## src/rtl/serial_rx.sv

```systemverilog
module serial_rx (
  input  logic       clk,
  input  logic       rst_n,
  input  logic       rx_tick,
  input  logic       rxd,
  input  logic [7:0] mode_cfg,
  input  logic       cmd_wr,
  input  logic [7:0] cmd_wdata,
  input  logic       data_rd,
  output logic [7:0] rx_data,
  output logic [7:0] status
);
  typedef enum logic [1:0] {S_IDLE, S_START, S_DATA} st_t;

  st_t        st;
  logic       rxd_m, rxd_s, rxd_q;
  logic [5:0] cnt;
  logic [3:0] idx;
  logic [7:0] shreg;
  logic       par_bit;
  logic       rx_en, rdy, pe, oe, fe;

  wire [1:0] fsel     = mode_cfg[1:0];
  wire       x1       = (fsel == 2'b01);
  wire       active   = rx_en && (fsel != 2'b00);
  wire [3:0] nbits    = 4'd5 + {2'b00, mode_cfg[3:2]};
  wire       pen      = mode_cfg[4];
  wire       even     = mode_cfg[5];
  wire [3:0] stop_idx = nbits + {3'b000, pen};
  wire [5:0] last_cnt = (fsel == 2'b11) ? 6'd63 : 6'd15;
  wire [5:0] half_cnt = (fsel == 2'b11) ? 6'd31 : 6'd7;
  wire       fall     = rxd_q & ~rxd_s;
  wire       samp     = (st == S_DATA) && rx_tick && (x1 || cnt == last_cnt);
  wire       stop_now = samp && (idx == stop_idx);
  wire       er       = cmd_wr & cmd_wdata[4];
  wire       perr     = pen & ~(^shreg ^ par_bit ^ even);

  assign status = {2'b00, fe, oe, pe, 1'b0, rdy, 1'b0};

  always_ff @(posedge clk or negedge rst_n)
    if (!rst_n) {rxd_m, rxd_s, rxd_q} <= 3'b111;
    else        {rxd_m, rxd_s, rxd_q} <= {rxd, rxd_m, rxd_s};

  always_ff @(posedge clk or negedge rst_n)
    if (!rst_n)      rx_en <= 1'b0;
    else if (cmd_wr) rx_en <= cmd_wdata[2];

  always_ff @(posedge clk or negedge rst_n) begin
    if (!rst_n) begin
      st      <= S_IDLE;
      cnt     <= '0;
      idx     <= '0;
      shreg   <= '0;
      par_bit <= 1'b0;
    end else begin
      case (st)
        S_IDLE: begin
          cnt <= '0;
          idx <= '0;
          if (x1) begin
            if (rx_tick && !rxd_s) begin
              st    <= S_DATA;
              shreg <= '0;
            end
          end else if (fall) begin
            st <= S_START;
          end
        end
        S_START: if (rx_tick) begin
          if (cnt == half_cnt) begin
            cnt <= '0;
            if (!rxd_s) begin
              st    <= S_DATA;
              shreg <= '0;
            end else begin
              st <= S_IDLE;
            end
          end else begin
            cnt <= cnt + 6'd1;
          end
        end
        S_DATA: if (rx_tick) begin
          if (samp) begin
            cnt <= '0;
            idx <= idx + 4'd1;
            if (idx < nbits)                     shreg[idx[2:0]] <= rxd_s;
            else if (pen && idx == nbits)        par_bit <= rxd_s;
            if (stop_now)                        st <= S_IDLE;
          end else begin
            cnt <= cnt + 6'd1;
          end
        end
        default: st <= S_IDLE;
      endcase
      if (!active) st <= S_IDLE;
    end
  end

  always_ff @(posedge clk or negedge rst_n) begin
    if (!rst_n) begin
      rx_data <= '0;
      rdy     <= 1'b0;
      pe      <= 1'b0;
      oe      <= 1'b0;
      fe      <= 1'b0;
    end else begin
      if (stop_now) rx_data <= shreg;
      rdy <= stop_now | (rdy & ~data_rd);
      oe  <= (oe & ~er) | (stop_now & rdy & ~data_rd);
      pe  <= (pe & ~er) | (stop_now & perr);
      fe  <= (fe & ~er) | (stop_now & ~rxd_s);
    end
  end

  p_rdy_set_r3: assert property (@(posedge clk) disable iff (!rst_n)
    stop_now |=> status[1]);
  p_rdy_clr_r3: assert property (@(posedge clk) disable iff (!rst_n)
    data_rd && !stop_now |=> !status[1]);
  p_overrun_r6: assert property (@(posedge clk) disable iff (!rst_n)
    stop_now && status[1] && !data_rd |=> status[4]);
  p_sticky_r7: assert property (@(posedge clk) disable iff (!rst_n)
    !er |=> (status[5:3] & $past(status[5:3])) == $past(status[5:3]));
  p_clear_r7: assert property (@(posedge clk) disable iff (!rst_n)
    er && !stop_now |=> status[5:3] == 3'b000);
  p_off_idle_r8: assert property (@(posedge clk) disable iff (!rst_n)
    !active |=> st == S_IDLE);
  p_hold_r2: assert property (@(posedge clk) disable iff (!rst_n)
    !stop_now |=> $stable(rx_data));
endmodule

```

## config.mk

```make
export PLATFORM = sky130hd
export DESIGN_NAME = serial_rx
export DESIGN_NICKNAME = d
export VERILOG_FILES = /design/src/rtl/serial_rx.sv
export SDC_FILE = /design/constraint.sdc
export NUM_CORES = 1
export LEC_CHECK = 0
export ABC_AREA = 1
export BUFFER_PORTS_ARGS = -buffer_cell sky130_fd_sc_hd__buf_2
export CORE_ASPECT_RATIO = 1.4
export CORE_MARGIN = 2
export CORE_UTILIZATION = 40
export CTS_BUF_LIST = sky130_fd_sc_hd__clkbuf_16
export DETAILED_ROUTE_END_ITERATION = 7
export PLACE_DENSITY = 0.68
export SLEW_MARGIN = 20
export SYNTH_ARGS = -nofsm -noshare
export SYNTH_HDL_FRONTEND = slang
export SYNTH_SLANG_ARGS = --single-unit
```

## constraint.sdc

```tcl
create_clock -name clk -period 1.6 [get_ports clk]
set_input_delay 0.24 -clock clk [delete_from_list [all_inputs] [get_ports clk]]
set_output_delay 0.24 -clock clk [all_outputs]
set_load 0.05 [all_outputs]
```

==> results.md, run 1 <==
Place:
- The congestion estimate from routability-driven global placement came to 0.8770.
- Port buffering added 25 buffers.
- Once detailed placement completed, the half-perimeter wirelength came to around 3900 um.

Clock tree:
- The longest clock path from root to sink contains 2 buffers.
- The tree is rooted in a sky130_fd_sc_hd__clkbuf_16.
- TritonCTS built the clock tree.
- For the worst-skew pair, the clock arrives at the later sink with an insertion delay of 0.28 ns.
- The clock-pin slew on the worst setup and hold paths is around 0.05 ns.
- The number of sinks driven by the clock tree is 37.
- The total clock buffers created by CTS is 5.
- The number of H-tree levels is 2.

Synth:
- After Yosys synthesis, and, or, nand and nor cells account for between 30% and 40% of the synthesized area.
- The synthesized netlist devotes under 10% of its cell area to compound gates.
- The dominant register cell in the synthesized netlist is sky130_fd_sc_hd__dfrtp_1.
- After synthesis, the mean cell area works out to around 8 um2.
- The combinational family with the most area after synthesis is simple AND/OR/NAND/NOR gates.
- The number of distinct library cells after synthesis is 34.
- After synthesis, the cell types taking the most area are sky130_fd_sc_hd__dfrtp_1 (36%), sky130_fd_sc_hd__nand2_1 (14%), sky130_fd_sc_hd__ha_1 (5.8%), sky130_fd_sc_hd__inv_1 (5.1%), sky130_fd_sc_hd__nand3_1 (4.9%).
- In this run the cell area of the synthesized design comes to around 2400 um2.
- After synthesis, the largest area contributor takes up 35.90% of total cell area.
- The adder-cell area share of the yosys netlist is under 10%.
- Ranked by instance count, the synthesized netlist is headed by sky130_fd_sc_hd__nand2_1 (91), sky130_fd_sc_hd__dfrtp_1 (34), sky130_fd_sc_hd__inv_1 (32).
- The post-synthesis async set-or-reset flop share is between 90% and 100%.
- The number of enable-type register cells in the synthesized netlist is 0.
- The post-synthesis sequential area ratio is about two fifths.
- The total of flip-flops plus latches after synthesis is 37.
- The portion of synthesized area spent on multiplexers is 0%.
- Synthesis produced a netlist whose cell count is 303.
- Yosys instantiated no cell more often than sky130_fd_sc_hd__nand2_1.
- The biggest area contributor in the post-synthesis netlist is sky130_fd_sc_hd__dfrtp_1.
- The count of synthesis-stage warnings from yosys is 0.
- The xor and xnor fraction of the mapped netlist area is roughly 3.7%.

Floorplan:
- The boundary pin count is 38.
- The effective utilization at floorplan is 41.00%.
- The die area is ~6600 um2.
- The die is 95.07 um tall.
- The placeable core region is 5781 um2.
- The die is about 70 um wide.
- The site row count is 33.

STA:
- The highest attainable clock frequency is 0.5690 GHz.
- The share of the clock period used by the worst path after layout is 109.8%.
- Between clock sinks in the finished design, the worst skew comes to between 0.005 and 0.006 ns.
- The final worst slack is -0.1576 ns.
- The count of endpoints failing hold in the final timing report is 3.
- The total setup violations reported at the end of the flow is 21.
- The number of max-slew violations in the final report is 0.
- The routed design could run at a clock period as short as approximately 1.8 ns.
- Setup repair after global routing could not meet its margin everywhere.
- Hold timing on the final database bottoms out at a slack of -0.001648 ns.

Flow run:
- Max-cap violations in this run came to 0.

Setup path:
- The start of the worst register-to-register path is st[1]$_DFFE_PN0P_.
- The largest incremental delay on the critical path is around 0.46 ns.
- The kind of capture point of the worst setup path is a flip-flop.
- The largest individual stage delay along the critical path comes from the cell sky130_fd_sc_hd__fa_1.
- Along the worst path, the maximum fanout reaches 3.
- The required time at the worst-slack endpoint is about 1.8 ns.
- For the worst setup path, the data arrival time is roughly 2.0 ns.
- The worst setup path category is in -> reg.
- Traced cell by cell, the critical path runs through buf_12, inv_16, ha_4, inv_2, fa_1, inv_1, nand2_1, nand2_1, nand2_1, nor2_2, nand3_2, nand2_2, nand2_2, o21bai_1, nand2_1, nor2_1.
- The category of the worst setup path launch point is a primary input.
- In this design, the critical path's most frequently occurring cell is sky130_fd_sc_hd__nand2_1.
- The first element of the critical path is mode_cfg[2].

Final layout:
- Cells with a size suffix above 1 make up a little under two fifths of the layout.
- The area growth from synthesis to layout is 35.64%.
- The repair_antennas step left the layout with diodes totalling 0.
- Fill cells in the final layout number between 500 and 600.
- For this run, the post-layout net count is 400.

Detailed routing:
- The residual DRC count is 0.
- The initial DRC count is 93.
- The count of TritonRoute iterations in the first routing pass is 4.
- The count of nets left with antenna violations after detail routing is 0.
- The via density per instance is between 4 and 5.
- The total wire length after detailed routing is roughly 5400 um.
- After detailed routing, the average wire length per cell comes to around 12 um.
- The total number of vias is ~2100.

GRT:
- The first-pass GRT wire length is around 9000 um.
- The pin count of the biggest net entering global routing is 38.
- The number of global-route vias before repair is 2051.
- The total congestion overflow is 0.
- The initial antenna violation count is 0.
- Across every metal layer, demand over resource in global routing totals approximately 17%.

Outcome:
- The checks that failed: negative hold slack, negative setup slack.
- The flow ran to the end, but the final reports show violations.

Min path:
- The path type of the worst min-delay path is in -> async.

Pwr:
- After layout, the design draws a total of 0.003461 W.
- VDD sags by at most ~760 uV.
- Summed over all cells, the static leakage comes to between 1.5 and 2 nW.
- The power density relative to cell area is 1077 nW/um2.
[path summary, 6_finish.rpt]
check	endpoint	slack (ns)	cells past startpoint
max	st[1]$_DFFE_PN0P_	-0.16	16
min	cnt[0]$_DFFE_PN0P_	-0.002	2
max reg2reg	shreg[5]$_DFFE_PN0P_	-0.16	11
min reg2reg	rxd_s$_DFF_PN1_	0.36	0
max in group asynchronous	st[0]$_DFFE_PN0P_	1.25	2
min in group clk	rxd_m$_DFF_PN1_	0.06	1
[timing repair]
item                       4_1_cts  5_1_grt
setup endpoints to repair       33       33
pin swaps                        9        4
hold buffers                     0        0
gates resized for setup         27       26
buffers inserted                 4        7
cloned                           1        0
[through the flow]
step           setup slack (ns)  instance area (um2)  cells  TNS [ns]  util (%)
2_1_floorplan           -0.2104                 2427    306    -2.026         -
3_3_place_gp            -0.5556                 2760    417    -11.35     47.75
3_5_place_dp            -0.5756                 2760    417    -12.18     47.75
4_1_cts                 -0.1442                 3073    430    -1.876     53.16
5_1_grt                 -0.3137                 3214    437    -4.980     55.61
6_report                -0.1576                 3214    437    -2.270     55.61
[cell families (layout without fill, tap and decap cells)]
group,after synthesis,count (layout)
other cells,1,4
xor+xnor,10,10
flops,37,37
fa+ha+maj,12,12
compound gates,23,23
simple gates,168,168
buf+inv,52,113
[registers in the layout (all words and copies together), names as in the netlist, 2 cells and up]
register / cells
rx_data: 8
shreg: 8
cnt: 6
idx: 4
st: 2
[metal layers]
layer / part of all wire, % / global-route usage [%] / up-vias / wire, um
met5: 0 / 0 / - / 0
met4: 1.3 / 6.046 / 0 / 70
met2: 57 / 32.77 / 33 / 3085
met1: 40 / 18.32 / 1011 / 2149
met3: 2.5 / 3.066 / 8 / 134
li1: - / - / 1083 / -
[layout by cell type, fill, tap and decap left out, types with 4 or more instances in the layout]
master,instances
sky130_fd_sc_hd__buf_4,35
sky130_fd_sc_hd__nand2_1,84
sky130_fd_sc_hd__inv_4,4
sky130_fd_sc_hd__o21ai_0,4
sky130_fd_sc_hd__ha_4,7
sky130_fd_sc_hd__inv_2,9
sky130_fd_sc_hd__inv_1,25
sky130_fd_sc_hd__xnor2_1,6
sky130_fd_sc_hd__o21ai_1,7
sky130_fd_sc_hd__nand3_2,7
sky130_fd_sc_hd__nor3_1,11
sky130_fd_sc_hd__buf_2,24
sky130_fd_sc_hd__or2_2,7
sky130_fd_sc_hd__nand2_2,7
sky130_fd_sc_hd__clkbuf_16,5
sky130_fd_sc_hd__nand3_1,16
sky130_fd_sc_hd__nand4_1,9
sky130_fd_sc_hd__nor2_2,4
sky130_fd_sc_hd__dfrtp_1,33
sky130_fd_sc_hd__xor2_1,4
sky130_fd_sc_hd__ha_1,4
sky130_fd_sc_hd__nand2_4,5
sky130_fd_sc_hd__nor2_1,13
sky130_fd_sc_hd__conb_1,4
[critical path, delay by kind of cell]
kind	cells	cell delay (ns)
and+or+nand+nor	9	0.74
adders and majority gates	2	0.57
buffers and inverters	4	0.27
AOI/OAI and AO/OA	1	0.16
[where the power goes]
part / total, W / internal, W / switching (W)
clock network: 0.000920 / 0.000565 / 0.000355
logic: 0.00151 / 0.000698 / 0.000808
registers: 0.00104 / 0.000987 / 0.0000483
[layout make-up]
| class | count | area, um2 | share of cell area (%) |
|---|---|---|---|
| clock buffer | 5 | 125.1 | 3.893 |
| clock inverter | 3 | 13.76 | 0.4282 |
| inverter | 39 | 173.9 | 5.411 |
| multi-input combinational | 217 | 1379 | 42.90 |
| sequential | 37 | 930.9 | 28.96 |
| tap | 70 | 87.58 | 2.725 |
| timing repair buffer | 66 | 504.2 | 15.69 |
Power figures use the tool's default switching activity.
==> inputs of run 2 (changes only) <==
Settings changed: SETUP_SLACK_MARGIN set to 0.05.
==> run 2 against run 1 <==
The flow still finishes with violations (negative hold slack, negative setup slack). Final area up 4.0%. Hold slack lost 0.0050 ns. Cell count unchanged. Core utilization increased by 2.2 points. Count of clock-buffer cells in the layout did not move. Highest routed layer unchanged. Clock power rose by 4.0%.
==> results.md, run 2 (synthesis gave the netlist of run 1 again) <==
STA:
- The final worst slack is -0.1723 ns (-0.01473 ns).
- Setup repair after global routing could not meet its margin everywhere.
- The setup skew after layout is 0.004133 ns (-0.0008733 ns).
- The final period demand of the worst path is 1.772 ns (+0.01473 ns).
- The final worst hold slack is -0.006615 ns (-0.004967 ns).
- The total setup violations reported at the end of the flow came to 23 (+9.5%).
- The highest attainable clock frequency is 0.5642 GHz (-0.83%).
- The share of the clock period used by the worst path after layout is 110.8% (+0.92 points).
- The count of endpoints failing hold in the final timing report is 5 (+2).
- The number of max-slew violations in the final report is 0 (unchanged).

Clock tree:
- The cell at the root of the clock tree is sky130_fd_sc_hd__clkbuf_16.
- The total clock buffers created by CTS is 5 (unchanged).
- The number of sinks driven by the clock tree is 37 (unchanged).
- The clock-pin slew on the worst setup and hold paths is 0.06 ns (about the same).
- The worst-skew pair later-pin latency was 0.28 ns (about the same).
- The number of H-tree levels is 2 (unchanged).
- The clock tree from TritonCTS is done.
- The maximum count of clock buffers along a single path came to 2 (unchanged).

Pwr:
- The switching power is 0.001266 W (+4.5%).
- The power density relative to cell area is 1041 nW/um2 (-3.3%).
- The reported leakage power was 1.700 nW (+4.1%).
- The sequential cell fraction of total power is 29.6% (-0.3 points).
- The net switching fraction of the power is 36.38% (+1.4 points).
- The total internal power is 0.002213 W (-1.6%).
- The relative contribution of the clock network to total power came to 27.5% (+0.9 points).
- The total power came to 0.003479 W (+0.51%).
- The worst IR drop on VDD is 633.4 uV (-17%).
- The share of power burned in combinational logic came to 42.9% (-0.6 points).

GRT:
- The total congestion overflow is 0 (unchanged).
- The pin count of the biggest net entering global routing is 38 (unchanged).
- The initial antenna violation count is 0 (unchanged).
- The total global-route track usage was 18.17% (+1.3 points).
- The first-pass GRT wire length is 9501 um (+6.1%).
- The number of global-route vias before repair is 2117 (+3.2%).

Place:
- The placed wire-length estimate after detailed placement is 3816 um (-2.3%).
- The number of buffers added on ports is 25 (unchanged).
- The routability congestion estimate from global placement is 0.8851 (+0.92%).

Setup path:
- The largest incremental delay on the critical path is 0.43 ns (-0.03 ns).
- The worst setup path category is reg -> reg.
- On the critical path the largest part of the delay comes from flip-flops.
- The required time at the worst-slack endpoint is 1.78 ns (-0.03 ns).
- For this design, the slowest cell found on the critical path is sky130_fd_sc_hd__dfrtp_1.
- The highest fanout seen on the critical path is 8 (+5).
- The signal on the critical path passes through inv_2, ha_4, inv_4, a21oi_4, nor2_8, o2111ai_4, a21oi_4, buf_12, nand3_1, nand2_1, nand2_1.
- The data arrival time of the worst path came to 1.95 ns (-0.02 ns).
- STA classifies the critical path startpoint as a flip-flop.
- STA classifies the critical path endpoint as a flip-flop.
- The sum of buffers and inverters on the critical path is 3 (-1).

Floorplan:
- The die extent in x is 69.05 um (unchanged).
- The effective utilization at floorplan came to 41.00% (unchanged).
- The placeable core region was 5781 um2 (unchanged).
- The boundary pin count is 38 (unchanged).
- The die boundary height was 95.07 um (unchanged).
- The site row count was 33 (unchanged).
- The die area is 6565 um2 (unchanged).

Min path:
- The tightest min-delay check is of the in -> async type.

Detailed routing:
- The mean routed wirelength per cell was 13.04 um (+4.7%).
- The total number of vias is 2160 (+1.2%).
- The total wire length after detailed routing is 5697 um (+4.7%).
- The count of nets left with antenna violations after detail routing is 0 (unchanged).
- The count of TritonRoute iterations in the first routing pass came to 4 (unchanged).
- The residual DRC count is 0 (unchanged).
- The via density per instance is 4.943 (+1.2%).
- The initial DRC count was 106 (+14%).

Final layout:
- The library cells used most frequently in the layout, excluding fill and tap cells, are sky130_fd_sc_hd__nand2_1 (72), sky130_fd_sc_hd__dfrtp_1 (34), sky130_fd_sc_hd__buf_4 (29).
- The final-stage net count is 400 (unchanged).
- The most common cell after layout, fill and taps aside is sky130_fd_sc_hd__nand2_1.
- The share of layout cells above drive strength 1 was 42.51% (+5.2 points).
- The post-synthesis to final-layout area growth is 41.02%.
- The total inserted antenna cells is 0 (unchanged).
- The largest registers in the layout are rx_data (8), shreg (8), cnt (6).

Flow run:
- The number of violations of the max-capacitance limit is 0 (unchanged).

Outcome:
- The run finished, with violations left.
- The checks that failed: negative hold slack, negative setup slack.
-- run 2: cell types whose count changed in the layout (fill, tap and decap cells not counted), sizes merged --
| cell | delta |
|---|---|
| clkinv | +1 |
| clkinvlp | +1 |
| buf | -1 |
| inv | -1 |
-- run 2: routing by layer --
layer / part of all wire [%] / track usage, % / up-vias
li1: - / - / 1077
met5: 0 / 0 / -
met2: 56 / 34.78 / 39
met3: 2.6 / 3.383 / 17
met1: 39 / 18.96 / 1027
met4: 2.8 / 8.987 / 0
-- run 2: final timing paths --
check	from	end	slack, ns	cells past startpoint
max	st[0]$_DFFE_PN0P_	shreg[7]$_DFFE_PN0P_	-0.17	11
min	rst_n	cnt[3]$_DFFE_PN0P_	-0.007	2
max reg2reg	st[0]$_DFFE_PN0P_	shreg[7]$_DFFE_PN0P_	-0.17	11
min reg2reg	rxd_m$_DFF_PN1_	rxd_s$_DFF_PN1_	0.36	0
max in group asynchronous	rst_n	rxd_q$_DFF_PN1_	1.25	2
min in group clk	rxd	rxd_m$_DFF_PN1_	0.05	1
-- run 2: what timing repair did --
item	in CTS	in global routing
gates cloned	3	0
gates resized for setup	45	49
buffers inserted	3	7
hold buffers	0	0
setup endpoints to repair	33	33
pin swaps	15	9
-- run 2: final cells by class --
class / count / area [um2]
timing repair inverter: 1 / 16.27
clock buffer: 5 / 125.1
inverter: 39 / 182.7
tap: 70 / 87.58
timing repair buffer: 65 / 508.0
multi-input combinational: 217 / 1475
clock inverter: 3 / 17.52
sequential: 37 / 929.6
fill: 518 / 2439
-- run 2: power by group through the flow --
stage | logic (W) | clock network [W] | registers (W)
floorplan | 0.000785 | 0 | 0.00104
global placement | 0.00109 | 0 | 0.00104
detailed placement | 0.00111 | 0 | 0.00104
CTS | 0.00133 | 0.000981 | 0.00102
global route | 0.00164 | 0.00101 | 0.00103
finish | 0.00149 | 0.000957 | 0.00103
-- run 2: per-stage QoR --
| step | setup TNS, ns | utilization (%) | cell area (um2) | setup slack [ns] | cells |
|---|---|---|---|---|---|
| 6_report | -2.103 | 57.81 | 3342 | -0.1723 | 437 |
| 5_1_grt | -4.413 | 57.81 | 3342 | -0.2545 | 437 |
| 4_1_cts | -1.549 | 54.11 | 3128 | -0.1753 | 431 |
| 3_5_place_dp | -11.40 | 47.84 | 2765 | -0.5428 | 417 |
| 3_3_place_gp | -11.02 | 47.84 | 2765 | -0.5395 | 417 |
| 2_1_floorplan | -2.026 | - | 2432 | -0.2104 | 306 |
==> inputs of run 3 (changes only) <==
Settings changed: SKIP_CTS_REPAIR_TIMING set to 1.
==> run 3 against run 2 <==
The run still ends with negative hold slack, negative setup slack left. Combinational power down 5%. Routed wire length down 3.1%. Register-to-register slack worse by 0.04 ns. Final area down 3.7%. Critical path type unchanged. First-iteration DRC count up 18%. Worst setup slack worse by 0.041 ns.
==> results.md, run 3 (synthesis gave the netlist of run 1 again) <==
STA:
- The aggregate negative setup slack was -2.230 ns (-0.1266 ns).
- The total setup violations reported at the end of the flow is 19 (-17%).
- Setup repair after global routing could not meet its margin everywhere.
- The final worst slack came to -0.2137 ns (-0.04138 ns).
- The share of the clock period used by the worst path after layout is 113.4% (+2.6 points).
- The final worst hold slack is -0.01101 ns (-0.004398 ns).
- The number of max-slew violations in the final report is 0 (unchanged).
- The final period demand of the worst path is 1.814 ns (+0.04138 ns).
- The highest attainable clock frequency came to 0.5514 GHz (-2.3%).
- The count of endpoints failing hold in the final timing report was 6 (+1).
- The setup skew after layout was 0.004820 ns (+0.0006868 ns).

Setup path:
- Among all stages on the critical path, the largest delay is contributed by sky130_fd_sc_hd__dfrtp_1.
- The kind of capture point of the worst setup path is a flip-flop.
- The largest incremental delay on the critical path is 0.44 ns (about the same).
- The required time at the worst-slack endpoint is 1.77 ns (about the same).
- The category of the worst setup path launch point is a flip-flop.
- The worst setup path category is reg -> reg.
- In this design, the largest share of critical-path delay is due to flip-flops.
- The number of stages on the worst setup path is 11 (unchanged).
- The worst reg-to-reg path cell count is 11 (unchanged).
- The highest fanout seen on the critical path is 8 (unchanged).
- The critical path goes through inv_2, ha_4, inv_4, a21oi_4, nor2_8, o2111ai_4, a21oi_4, buf_12, nand3_1, nand2_1, nand2_1.
- The data arrival time of the worst path is 1.98 ns (+0.03 ns).
- The sum of buffers and inverters on the critical path is 3 (unchanged).

Pwr:
- The reported leakage power is 1.620 nW (-4.7%).
- The power density relative to cell area is 1055 nW/um2 (+1.3%).
- The worst IR drop on VDD was 607.2 uV (-4.1%).

Place:
- The worst setup slack after placement is -0.5428 ns (unchanged).
- The number of buffers added on ports is 25 (unchanged).
- The routability congestion estimate from global placement came to 0.8851 (unchanged).
- The placed wire-length estimate after detailed placement is 3816 um (unchanged).
- The placed cell area is 2765 um2 (unchanged).

Floorplan:
- The effective utilization at floorplan is 41.00% (unchanged).
- The die area is 6565 um2 (unchanged).
- The die extent in x is 69.05 um (unchanged).
- The site row count is 33 (unchanged).
- The boundary pin count is 38 (unchanged).
- The die boundary height is 95.07 um (unchanged).
- The placeable core region is 5781 um2 (unchanged).

Detailed routing:
- The count of nets left with antenna violations after detail routing is 0 (unchanged).
- The mean routed wirelength per cell is 12.75 um (-2.2%).
- The initial DRC count is 125 (+18%).
- The via density per instance was 4.896 (-0.95%).
- The residual DRC count is 0 (unchanged).
- The count of TritonRoute iterations in the first routing pass is 4 (unchanged).
- The total wire length after detailed routing came to 5522 um (-3.1%).
- The total number of vias was 2120 (-1.9%).

GRT:
- The total global-route track usage is 16.30% (-1.9 points).
- The number of global-route vias before repair is 2010 (-5.1%).
- The pin count of the biggest net entering global routing is 38 (unchanged).
- The total congestion overflow came to 0 (unchanged).
- The initial antenna violation count came to 0 (unchanged).
- The first-pass GRT wire length is 8611 um (-9.4%).

Clock tree:
- The worst-skew pair later-pin latency is 0.28 ns (about the same).
- The clock-pin slew on the worst setup and hold paths is 0.06 ns (about the same).
- The total clock buffers created by CTS is 5 (unchanged).
- The cell at the root of the clock tree is sky130_fd_sc_hd__clkbuf_16.
- The maximum count of clock buffers along a single path is 2 (unchanged).
- The clock tree from TritonCTS is done.
- The number of sinks driven by the clock tree is 37 (unchanged).
- The number of H-tree levels was 2 (unchanged).

Final layout:
- The total non-filler cell area in the finished layout is 3217 um2 (-3.7%).
- The most common cell after layout, fill and taps aside is sky130_fd_sc_hd__nand2_1.
- The total inserted antenna cells is 0 (unchanged).
- The count of fill cells added during filler insertion came to 544 (+5.0%).
- The share of layout cells above drive strength 1 is 38.57% (-3.9 points).
- The area growth from synthesis to layout is 35.74%.
- The largest registers in the layout are rx_data (8), shreg (8), cnt (6).
- In the layout the commonest cells are sky130_fd_sc_hd__nand2_1 (81), sky130_fd_sc_hd__dfrtp_1 (34), sky130_fd_sc_hd__buf_4 (32).
- The final-stage net count came to 396 (-1.0%).

Outcome:
- The final reports fail on negative hold slack, negative setup slack.
- The flow ran to the end, but the final reports show violations.

Flow run:
- The number of violations of the max-capacitance limit is 0 (unchanged).

Min path:
- The path type of the worst min-delay path is in -> async.
run 3: per-layer routing:
| metal | up-vias | wire (um) | global-route usage, % |
|---|---|---|---|
| met5 | - | 0 | 0 |
| met4 | 0 | 100 | 7.516 |
| met3 | 9 | 189 | 2.960 |
| met2 | 43 | 3039 | 30.61 |
| met1 | 1002 | 2192 | 17.76 |
| li1 | 1066 | - | - |
run 3: worst paths after layout:
path	start	end	slack (ns)
worst max register to register	st[0]$_DFFE_PN0P_	shreg[3]$_DFFE_PN0P_	-0.21
worst min register to register	rxd_m$_DFF_PN1_	rxd_s$_DFF_PN1_	0.36
min in group clk	rxd	rxd_m$_DFF_PN1_	0.05
max in group asynchronous	rst_n	rxd_q$_DFF_PN1_	1.26
worst max-delay path	st[0]$_DFFE_PN0P_	shreg[3]$_DFFE_PN0P_	-0.21
worst min-delay path	rst_n	cnt[3]$_DFFE_PN0P_	-0.01
run 3: where the power goes:
| group | switching, W | internal, W |
|---|---|---|
| Clock | 0.000388 | 0.000571 |
| Sequential | 0.0000422 | 0.000986 |
| Combinational | 0.000798 | 0.000609 |
run 3: through the flow:
step / power [W] / std cells / util (%)
global route: 0.003581 / 433 / 55.65
detailed placement: 0.002150 / 417 / 47.84
CTS: 0.003122 / 425 / 50.30
floorplan: 0.001821 / 306 / -
finish: 0.003394 / 433 / 55.65
global placement: 0.002130 / 417 / 47.84
run 3: cell type report:
class	count	area (um2)	area share [%]
sequential	37	929.6	28.90
tap	70	87.58	2.723
inverter	39	175.2	5.445
timing repair buffer	62	476.7	14.82
clock buffer	5	125.1	3.890
multi-input combinational	217	1405	43.68
clock inverter	3	17.52	0.5445
run 3: worst reg2reg max path, cell delays in order (launching register included):
cell,delay [ns]
sky130_fd_sc_hd__dfrtp_1,0.44
sky130_fd_sc_hd__inv_2,0.10
sky130_fd_sc_hd__ha_4,0.20
sky130_fd_sc_hd__inv_4,0.06
sky130_fd_sc_hd__a21oi_4,0.07
sky130_fd_sc_hd__nor2_8,0.10
sky130_fd_sc_hd__o2111ai_4,0.13
sky130_fd_sc_hd__a21oi_4,0.24
sky130_fd_sc_hd__buf_12,0.17
sky130_fd_sc_hd__nand3_1,0.08
sky130_fd_sc_hd__nand2_1,0.07
sky130_fd_sc_hd__nand2_1,0.04
